===== config.mk =====
export PLATFORM = sky130hd
export DESIGN_NAME = digit_serial_add
export DESIGN_NICKNAME = d
export VERILOG_FILES = /design/src/rtl/dsa_pkg.sv /design/src/rtl/dsa_phase_ctr.sv /design/src/rtl/dsa_sched_rom.sv /design/src/rtl/dsa_carry_chain.sv /design/src/rtl/digit_serial_add.sv
export SDC_FILE = /design/constraint.sdc
export NUM_CORES = 1
export LEC_CHECK = 0
export ABC_CLOCK_PERIOD_IN_PS = 3200
export BUFFER_PORTS_ARGS = -buffer_cell sky130_fd_sc_hd__clkbuf_2
export CELL_PAD_IN_SITES_DETAIL_PLACEMENT = 1
export CELL_PAD_IN_SITES_GLOBAL_PLACEMENT = 1
export CORE_MARGIN = 1
export CORE_UTILIZATION = 38
export DETAILED_ROUTE_END_ITERATION = 6
export PLACE_DENSITY = 0.8
export SLEW_MARGIN = 0
export SYNTH_ARGS = -nofsm -noshare
export SYNTH_HDL_FRONTEND = slang
export SYNTH_SLANG_ARGS = --single-unit

===== constraint.sdc =====
create_clock -name clk -period 3.2 [get_ports clk]
set_clock_uncertainty 0.2 [all_clocks]
set_input_delay 0.64 -clock clk [delete_from_list [all_inputs] [get_ports clk]]
set_output_delay 0.64 -clock clk [all_outputs]
set_load 0.1 [all_outputs]

===== src/rtl/dsa_pkg.sv =====
package dsa_pkg;

    function automatic int gcd(input int a, input int b);
        int x;
        int y;
        int t;
        x = a;
        y = b;
        while (y != 0) begin
            t = x % y;
            x = y;
            y = t;
        end
        return x;
    endfunction

    function automatic int lcm(input int a, input int b);
        return (a / gcd(a, b)) * b;
    endfunction

    function automatic int cnt_width(input int n);
        return (n <= 1) ? 1 : $clog2(n);
    endfunction

endpackage


===== src/rtl/dsa_phase_ctr.sv =====
module dsa_phase_ctr #(
    parameter int P  = 8,
    parameter int PW = 3
) (
    input  logic          clk,
    input  logic          rst_n,
    input  logic          adv,
    input  logic          sync,
    output logic [PW-1:0] phase
);
    localparam logic [PW-1:0] LAST = PW'(P - 1);

    logic [PW-1:0] ph_d, ph_q, cur;

    always_comb begin
        cur  = (adv && sync) ? '0 : ph_q;
        ph_d = ph_q;
        if (adv) begin
            ph_d = (cur == LAST) ? '0 : cur + 1'b1;
        end
    end

    always_ff @(posedge clk or negedge rst_n) begin
        if (!rst_n) ph_q <= '0;
        else        ph_q <= ph_d;
    end

    assign phase = cur;
endmodule


===== src/rtl/dsa_sched_rom.sv =====
module dsa_sched_rom #(
    parameter int W  = 8,
    parameter int J  = 3,
    parameter int P  = 8,
    parameter int PW = 3
) (
    input  logic [PW-1:0] phase,
    output logic [J-1:0]  mask
);
    logic [J-1:0] tbl [P];

    for (genvar gp = 0; gp < P; gp++) begin : g_phase
        for (genvar gj = 0; gj < J; gj++) begin : g_lane
            localparam int BITIX = gp * J + gj;
            assign tbl[gp][gj] = ((BITIX % W) == 0) ? 1'b1 : 1'b0;
        end
    end

    always_comb begin
        mask = '0;
        for (int p = 0; p < P; p++) begin
            if (phase == PW'(p)) mask = tbl[p];
        end
    end
endmodule


===== src/rtl/dsa_carry_chain.sv =====
module dsa_carry_chain #(
    parameter int J = 3
) (
    input  logic [J-1:0] a,
    input  logic [J-1:0] b,
    input  logic         cin,
    input  logic [J-1:0] clr,
    output logic [J-1:0] sum,
    output logic         cout
);
    logic [J:0] c;
    assign c[0] = cin;

    for (genvar g = 0; g < J; g++) begin : g_lane
        logic ci;
        assign ci      = clr[g] ? 1'b0 : c[g];
        assign sum[g]  = a[g] ^ b[g] ^ ci;
        assign c[g+1]  = (a[g] & b[g]) | (ci & (a[g] ^ b[g]));
    end

    assign cout = c[J];
endmodule


===== src/rtl/digit_serial_add.sv =====
module digit_serial_add #(
    parameter int W = 8,
    parameter int J = 3
) (
    input  logic         clk,
    input  logic         rst_n,
    input  logic         in_valid,
    input  logic         in_sync,
    input  logic [J-1:0] a_dig,
    input  logic [J-1:0] b_dig,
    output logic [J-1:0] sum_dig,
    output logic         out_valid
);
    localparam int L  = dsa_pkg::lcm(W, J);
    localparam int P  = L / J;
    localparam int PW = dsa_pkg::cnt_width(P);

    typedef struct packed {
        logic         carry;
        logic         vld;
        logic [J-1:0] sum;
    } st_t;

    st_t           st_d, st_q;
    logic          carry_q;
    logic [PW-1:0] phase_cur;
    logic [J-1:0]  clr_mask;
    logic [J-1:0]  lane_sum;
    logic          lane_cout;

    dsa_phase_ctr #(.P(P), .PW(PW)) u_phase (
        .clk   (clk),
        .rst_n (rst_n),
        .adv   (in_valid),
        .sync  (in_sync),
        .phase (phase_cur)
    );

    dsa_sched_rom #(.W(W), .J(J), .P(P), .PW(PW)) u_sched (
        .phase (phase_cur),
        .mask  (clr_mask)
    );

    dsa_carry_chain #(.J(J)) u_chain (
        .a    (a_dig),
        .b    (b_dig),
        .cin  (carry_q),
        .clr  (clr_mask),
        .sum  (lane_sum),
        .cout (lane_cout)
    );

    always_comb begin
        st_d     = st_q;
        st_d.vld = in_valid;
        if (in_valid) begin
            st_d.sum   = lane_sum;
            st_d.carry = lane_cout;
        end
    end

    always_ff @(posedge clk or negedge rst_n) begin
        if (!rst_n) st_q <= '0;
        else        st_q <= st_d;
    end

    assign carry_q   = st_q.carry;
    assign sum_dig   = st_q.sum;
    assign out_valid = st_q.vld;
endmodule


==> results of run 1 <==
area by class of cell:
cell class | count | area, um^2 | area share (%)
Inverter | 12 | 45.0 | 5.77
Sequential cell | 8 | 200 | 25.6
Tap cell | 15 | 18.8 | 2.40
Clock buffer | 3 | 22.5 | 2.88
Timing Repair Buffer | 21 | 125 | 16.0
Multi-Input combinational cell | 28 | 369 | 47.3
state kept, by name, indices dropped and copies added (netlist names):
register,cells
sum_dig,3
u_phase.ph_q,3
carry_q,1
out_valid,1
layout by cell type, fill, tap and decap left out, types with 2 or more instances in the layout:
cell type  instances
clkbuf_2          13
inv_1             11
dfrtp_1            8
buf_4              8
mux2i_1            4
ha_1               4
clkbuf_4           3
and2_4             2
nand2_1            2
mux2_2             2
fa_2               2
ha_4               2
per-stage QoR:
step                      setup TNS (ns)  instances
after floorplan                  -0.0424         49
after global routing                   0         87
after CTS                              0         87
final                                  0         87
after detailed placement          -0.301         84
after global placement            -0.206         84
timing repair:
item	4_1_cts	5_1_grt
endpoints found under the setup margin	0	1
endpoints found under the hold margin	0	0
hold buffers	0	0
setup buffers	0	0
gates resized for setup	0	1
where the power goes:
group	switching [mW]	internal, mW	leakage (nW)
combinational	0.247	0.129	0.301
sequential	0.0189	0.136	0.0930
clock	0.0406	0.0433	0.0138
Yosys cell counts (all sizes together):
cell	n
inv	12
dfrtp	8
ha	6
mux2i	4
fa	3
nand2	3
and2	2
mux2	2
a21bo	1
a21oi	1
a31oi	1
a41o	1
buf	1
nor2	1
nor2b	1
nor4b	1
o41ai	1
worst min-delay path by stage:
stage          start         end  slack (ns)  cells after the start
6_report       rst_n  sum_dig[1]       0.008                      1
2_1_floorplan  rst_n     carry_q        0.14                      0
3_5_place_dp   rst_n   out_valid        0.30                      1
5_1_grt        rst_n  sum_dig[1]        0.02                      1
3_3_place_gp   rst_n  sum_dig[1]        0.29                      1
4_1_cts        rst_n  sum_dig[1]       0.006                      1
worst max-delay path: stages:
cell	delay, ns
clkbuf_2	0.13
nand2_4	0.06
and2_4	0.15
ha_4	0.17
ha_4	0.16
nor4b_4	0.25
a31oi_2	0.13
fa_2	0.37
o41ai_4	0.06
fa_2	0.25
a41o_1	0.11
fa_1	0.41
mux2i_1	0.14
logic make-up after synthesis:
| family | after synthesis | share of synthesized area (%) |
|---|---|---|
| and+or+nand+nor | 8 | 7.73 |
| AOI/OAI and AO/OA | 5 | 9.77 |
| muxes | 6 | 11.4 |
| buffers and inverters | 13 | 10.2 |
| adders and majority gates | 9 | 24.5 |
| DFF | 8 | 36.4 |
metal layers:
metal / GRT usage, % / routed length [um] / vias up
li1: - / - / 203
met1: 23.5 / 495 / 195
met2: 33.1 / 622 / 10
met3: 5.00 / 51 / 2
met4: 7.76 / 16 / 0
met5: 0 / 0 / -
==> qor.yml, run 1 <==
status: "finished, final reports clean"
pre_cts_ws_ns: -0.207
fin_nets: 93
cts_tree: "built"
area_growth_pct: 41.8
die_x_um: 40.1
die_area_um2: 1600
clkSinkCount: 8
rsz0062_at_grt: "no"
grt_util_all_layers_pct: 19.6
grt-ovfl-total: 0
relSlewSlack_pct: 64.3
firstDrtPassIters: 2
cp_max_fo: 4
grt_first_pass_wirelength_um: 1970
core_region_area_um2: 1320
ioPinCount: 14
synthDistinctLibCells: 17
worstMarginPinSlew_ns: 0.539
crit_type: "primary input to flop"
routed_wl_um: 1190
drv_slew: 0
fillCellCount: 150
htree_levels: 1
crit_path_start_kind: "primary input"
n_antenna_cell: 0
total_leakage_power_nw: 0.407
avgSynthCellArea_um2: 11.2
layout-drive-gt1-share_pct: 52.8
fin_area_um2: 781
row_count: 13
whs_ns: 0.00827
vdd_drop_max_mv: 0.517
wire_per_inst_um: 13.6
drc: 0
synth.cell_area_um2: 551
finalCritPeriodShare_pct: 95.1
period_needed_ns: 3.04
grt_pass1_vias: 447
vias_per_cell: 4.71
grt_antenna_before_repair: 0
ys_ff_latch: 8
clk_latency_ns: 0.26
synth_seq_area_share_pct: 36.4
hp-class: "primary input to asynchronous set/reset pin"
synth_top_cell_by_area: "dfrtp_1"
end_kind: "flop"
routabilityCongestion: 0.682
cp.required_ns: 3.18
rrSetupSlack_ns: 0.28
antenna_left: 0
post-synth-top-area-fraction_pct: 36.4
num_vias: 410
drtIter0Drc: 1
power.density_nw_per_um2: 787
clockBufferDepth: 2
grt_max_degree: 9
place_hpwl_um: 962
cts.reportedPaths.clkPinSlew_ns: 0.06
start_util_pct: 41.8
ys_warn_count: 0
critPathArrivalTime_ns: 3.03
crit_path_start: "in_valid"
placed_area_um2: 758
cts_buffers: 3
setup_ws_ns: 0.158
cp-endpoint: "sum_dig[2]"
hold_viol: 0
reg2reg_from: "u_phase.ph_q[0]"
synth_area_leaders: "dfrtp_1, ha_1, fa_1"
reg2reg_depth: 11
final-setup-viol-count: 0
timing.rr.end: "sum_dig[2]"
synthesis.instances: 49
synth_nets: 68
clockRootBuffer: "clkbuf_4"
postLayoutCoreUtil_pct: 59.3
portBuffers: 13
fp.dieH_um: 40.1
total_power_uw: 615
fmax_mhz: 329
cap_violations: 0
No activity file was read; power rests on OpenSTA's default activity.
==> run 2: changes to the inputs <==
--- a/config.mk
+++ b/config.mk
@@ -5,12 +5,13 @@
 export SDC_FILE = /design/constraint.sdc
 export NUM_CORES = 1
 export LEC_CHECK = 0
+export ABC_AREA = 1
 export ABC_CLOCK_PERIOD_IN_PS = 3200
 export BUFFER_PORTS_ARGS = -buffer_cell sky130_fd_sc_hd__clkbuf_2
 export CELL_PAD_IN_SITES_DETAIL_PLACEMENT = 1
 export CELL_PAD_IN_SITES_GLOBAL_PLACEMENT = 1
 export CORE_MARGIN = 1
-export CORE_UTILIZATION = 38
+export CORE_UTILIZATION = 36
 export DETAILED_ROUTE_END_ITERATION = 6
 export PLACE_DENSITY = 0.8
 export SLEW_MARGIN = 0
==> run 2 against run 1 <==
Critical path depth is 3 higher. Sequential share of layout area is 3.9 points higher. Critical endpoint unchanged. Cell count is 6.9% higher. Setup slack got worse by 0.015 ns. Combinational power decreased by 41%. Global-route usage decreased by 3.2 points. Sequential cell count unchanged. Synthesized cell count rose by 16%. Via count is 6.1% higher.
==> qor.yml, run 2 <==
cp.required_ns: 3.16
timing.rr.end: "sum_dig[2]"
hold_viol: 0
routed_wl_um: 1020
grt_pass1_vias: 424
p_int_uw: 235
antenna_left: 0
crit_path_start: "in_valid"
worstMarginPinSlew_ns: 0.538
firstDrtPassIters: 2
vias_per_cell: 4.68
wire_per_inst_um: 10.9
reg2reg_from: "u_phase.ph_q[1]"
seqCellArea_um2: 200
rrSetupSlack_ns: 0.30
multi_input_area_um2: 293
period_needed_ns: 3.06
power_frac_seq_pct: 32.4
rsz0062_at_grt: "no"
cts_buffers: 3
pre_cts_ws_ns: -0.193
post-synth-top-area-fraction_pct: 38.5
mostFrequentLayoutCells: "nand2_1, clkbuf_2, inv_1"
critPathArrivalTime_ns: 3.02
ys.flop_type: "dfrtp_1"
synth_top_family_by_area: "adder cells"
synthArstFlopShare_pct: 100
muxShareOfSynthArea_pct: 0
synth-edff-count: 0
die_area_um2: 1600
die_x_um: 40.0
synth.most_common_cell: "nand2_1"
synth-xor-area-share_pct: 0
synthDistinctLibCells: 14
portBuffers: 13
num_vias: 435
fp.dieH_um: 40.0
cts_tree: "built"
finalCritPeriodShare_pct: 95.5
cts_hold_buf: 0
grt-ovfl-total: 0
drv_slew: 0
ioPinCount: 14
switching_share_pct: 45.7
start_util_pct: 39.5
vdd_drop_max_mv: 0.190
cap_violations: 0
fmax_mhz: 327
grt_antenna_before_repair: 0
placed_area_um2: 642
grt_max_degree: 11
end_kind: "flop"
fin_nets: 99
synth_compound_area_share_pct: 7.93
power.density_nw_per_um2: 637
share_clk_of_total_power_pct: 16.5
fillCellCount: 167
status: "finished, final reports clean"
final-setup-viol-count: 0
clockBufferDepth: 2
area_growth_pct: 30.3
drc: 0
core_region_area_um2: 1320
cp-endpoint: "sum_dig[2]"
switching_power_uw: 197
crit_type: "primary input to flop"
layout-drive-gt1-share_pct: 41.0
row_count: 13
synthesis.instances: 57
synth_top_cell_by_area: "dfrtp_1"
grt_util_all_layers_pct: 16.4
synth.cell_area_um2: 520
routabilityCongestion: 0.684
clk_latency_ns: 0.24
grt_first_pass_wirelength_um: 1710
fin_area_um2: 678
total_leakage_power_nw: 0.383
crit_path_start_kind: "primary input"
power_frac_comb_pct: 51.0
yosys.area_share.simple_pct: 19.7
synth_nets: 76
clkSinkCount: 8
cp_max_fo: 3
cts.reportedPaths.clkPinSlew_ns: 0.05
setup_ws_ns: 0.143
synth_common_cells: "nand2_1, inv_1, dfrtp_1"
relSlewSlack_pct: 64.3
drtIter0Drc: 1
synth_area_leaders: "dfrtp_1, ha_1, fa_1"
clockRootBuffer: "clkbuf_4"
ys_warn_count: 0
synth_seq_area_share_pct: 38.5
place_hpwl_um: 925
ys_ff_latch: 8
hp-class: "primary input to asynchronous set/reset pin"
avgSynthCellArea_um2: 9.13
n_antenna_cell: 0
htree_levels: 1
reg2reg_depth: 14
synthAdderAreaFrac_pct: 26.0
run 2: through the flow:
step	util, %	TNS (ns)	hold WS [ns]	power (mW)	instances
2_1_floorplan	-	0	0.144	0.293	57
3_3_place_gp	48.7	-0.0484	0.253	0.348	90
3_5_place_dp	48.7	-0.320	0.279	0.359	90
4_1_cts	50.4	0	0.0317	0.433	93
5_1_grt	51.5	0	0.0320	0.471	93
6_report	51.5	0	0.0330	0.432	93
run 2: worst min path at each step:
| stage | startpoint | to | slack, ns | cells past startpoint |
|---|---|---|---|---|
| final | rst_n | u_phase.ph_q[2] | 0.03 | 1 |
| after global routing | rst_n | out_valid | 0.03 | 1 |
| after CTS | rst_n | u_phase.ph_q[2] | 0.03 | 1 |
| after detailed placement | u_phase.ph_q[1] | u_phase.ph_q[1] | 0.28 | 2 |
| after global placement | sum_dig[0] | sum_dig[0] | 0.25 | 2 |
| after floorplan | rst_n | carry_q | 0.14 | 0 |
run 2: worst max-delay path, cell delays in order:
cell and delay, ns:
clkbuf_2 0.10, nand2_2 0.06, nand2_1 0.10, inv_1 0.07, ha_1 0.22, ha_2 0.18, nor2_2 0.11, nand2_2 0.07
nor2_2 0.09, nor2_2 0.05, fa_1 0.38, o21ai_2 0.08, fa_2 0.18, o21bai_2 0.11, fa_1 0.42, o21ai_0 0.16
run 2: cells by family after synthesis:
family,count (synthesis)
AO/OA/AOI/OAI,7
adder cells (fa/ha/maj),9
buffers and inverters,11
flip-flops,8
AND/OR/NAND/NOR,22
run 2: power groups by stage:
stage	Clock (mW)	Sequential, mW	Combinational [mW]
2_1_floorplan	0	0.216	0.0770
3_3_place_gp	0	0.141	0.207
3_5_place_dp	0	0.141	0.218
4_1_cts	0.0745	0.140	0.218
5_1_grt	0.0836	0.143	0.244
6_report	0.0714	0.140	0.221
run 2: layer usage:
metal	vias to the layer above	share of wire (%)	global-route usage [%]
met2	7	52	25.8
met1	207	44	21.1
met4	0	1.9	12.9
met5	-	0	0
met3	2	1.4	0
li1	219	-	-
run 2: area by class of cell:
class                           count  area share, %
Multi-Input combinational cell     38           43.2
Sequential cell                     8           29.5
Timing Repair Buffer               18           15.1
Inverter                           11           6.09
Clock buffer                        3           3.32
Tap cell                           15           2.77
run 2: timing repair:
item | CTS | global route
setup buffers | 0 | 0
resized for setup | 0 | 6
setup endpoints to repair | 0 | 2
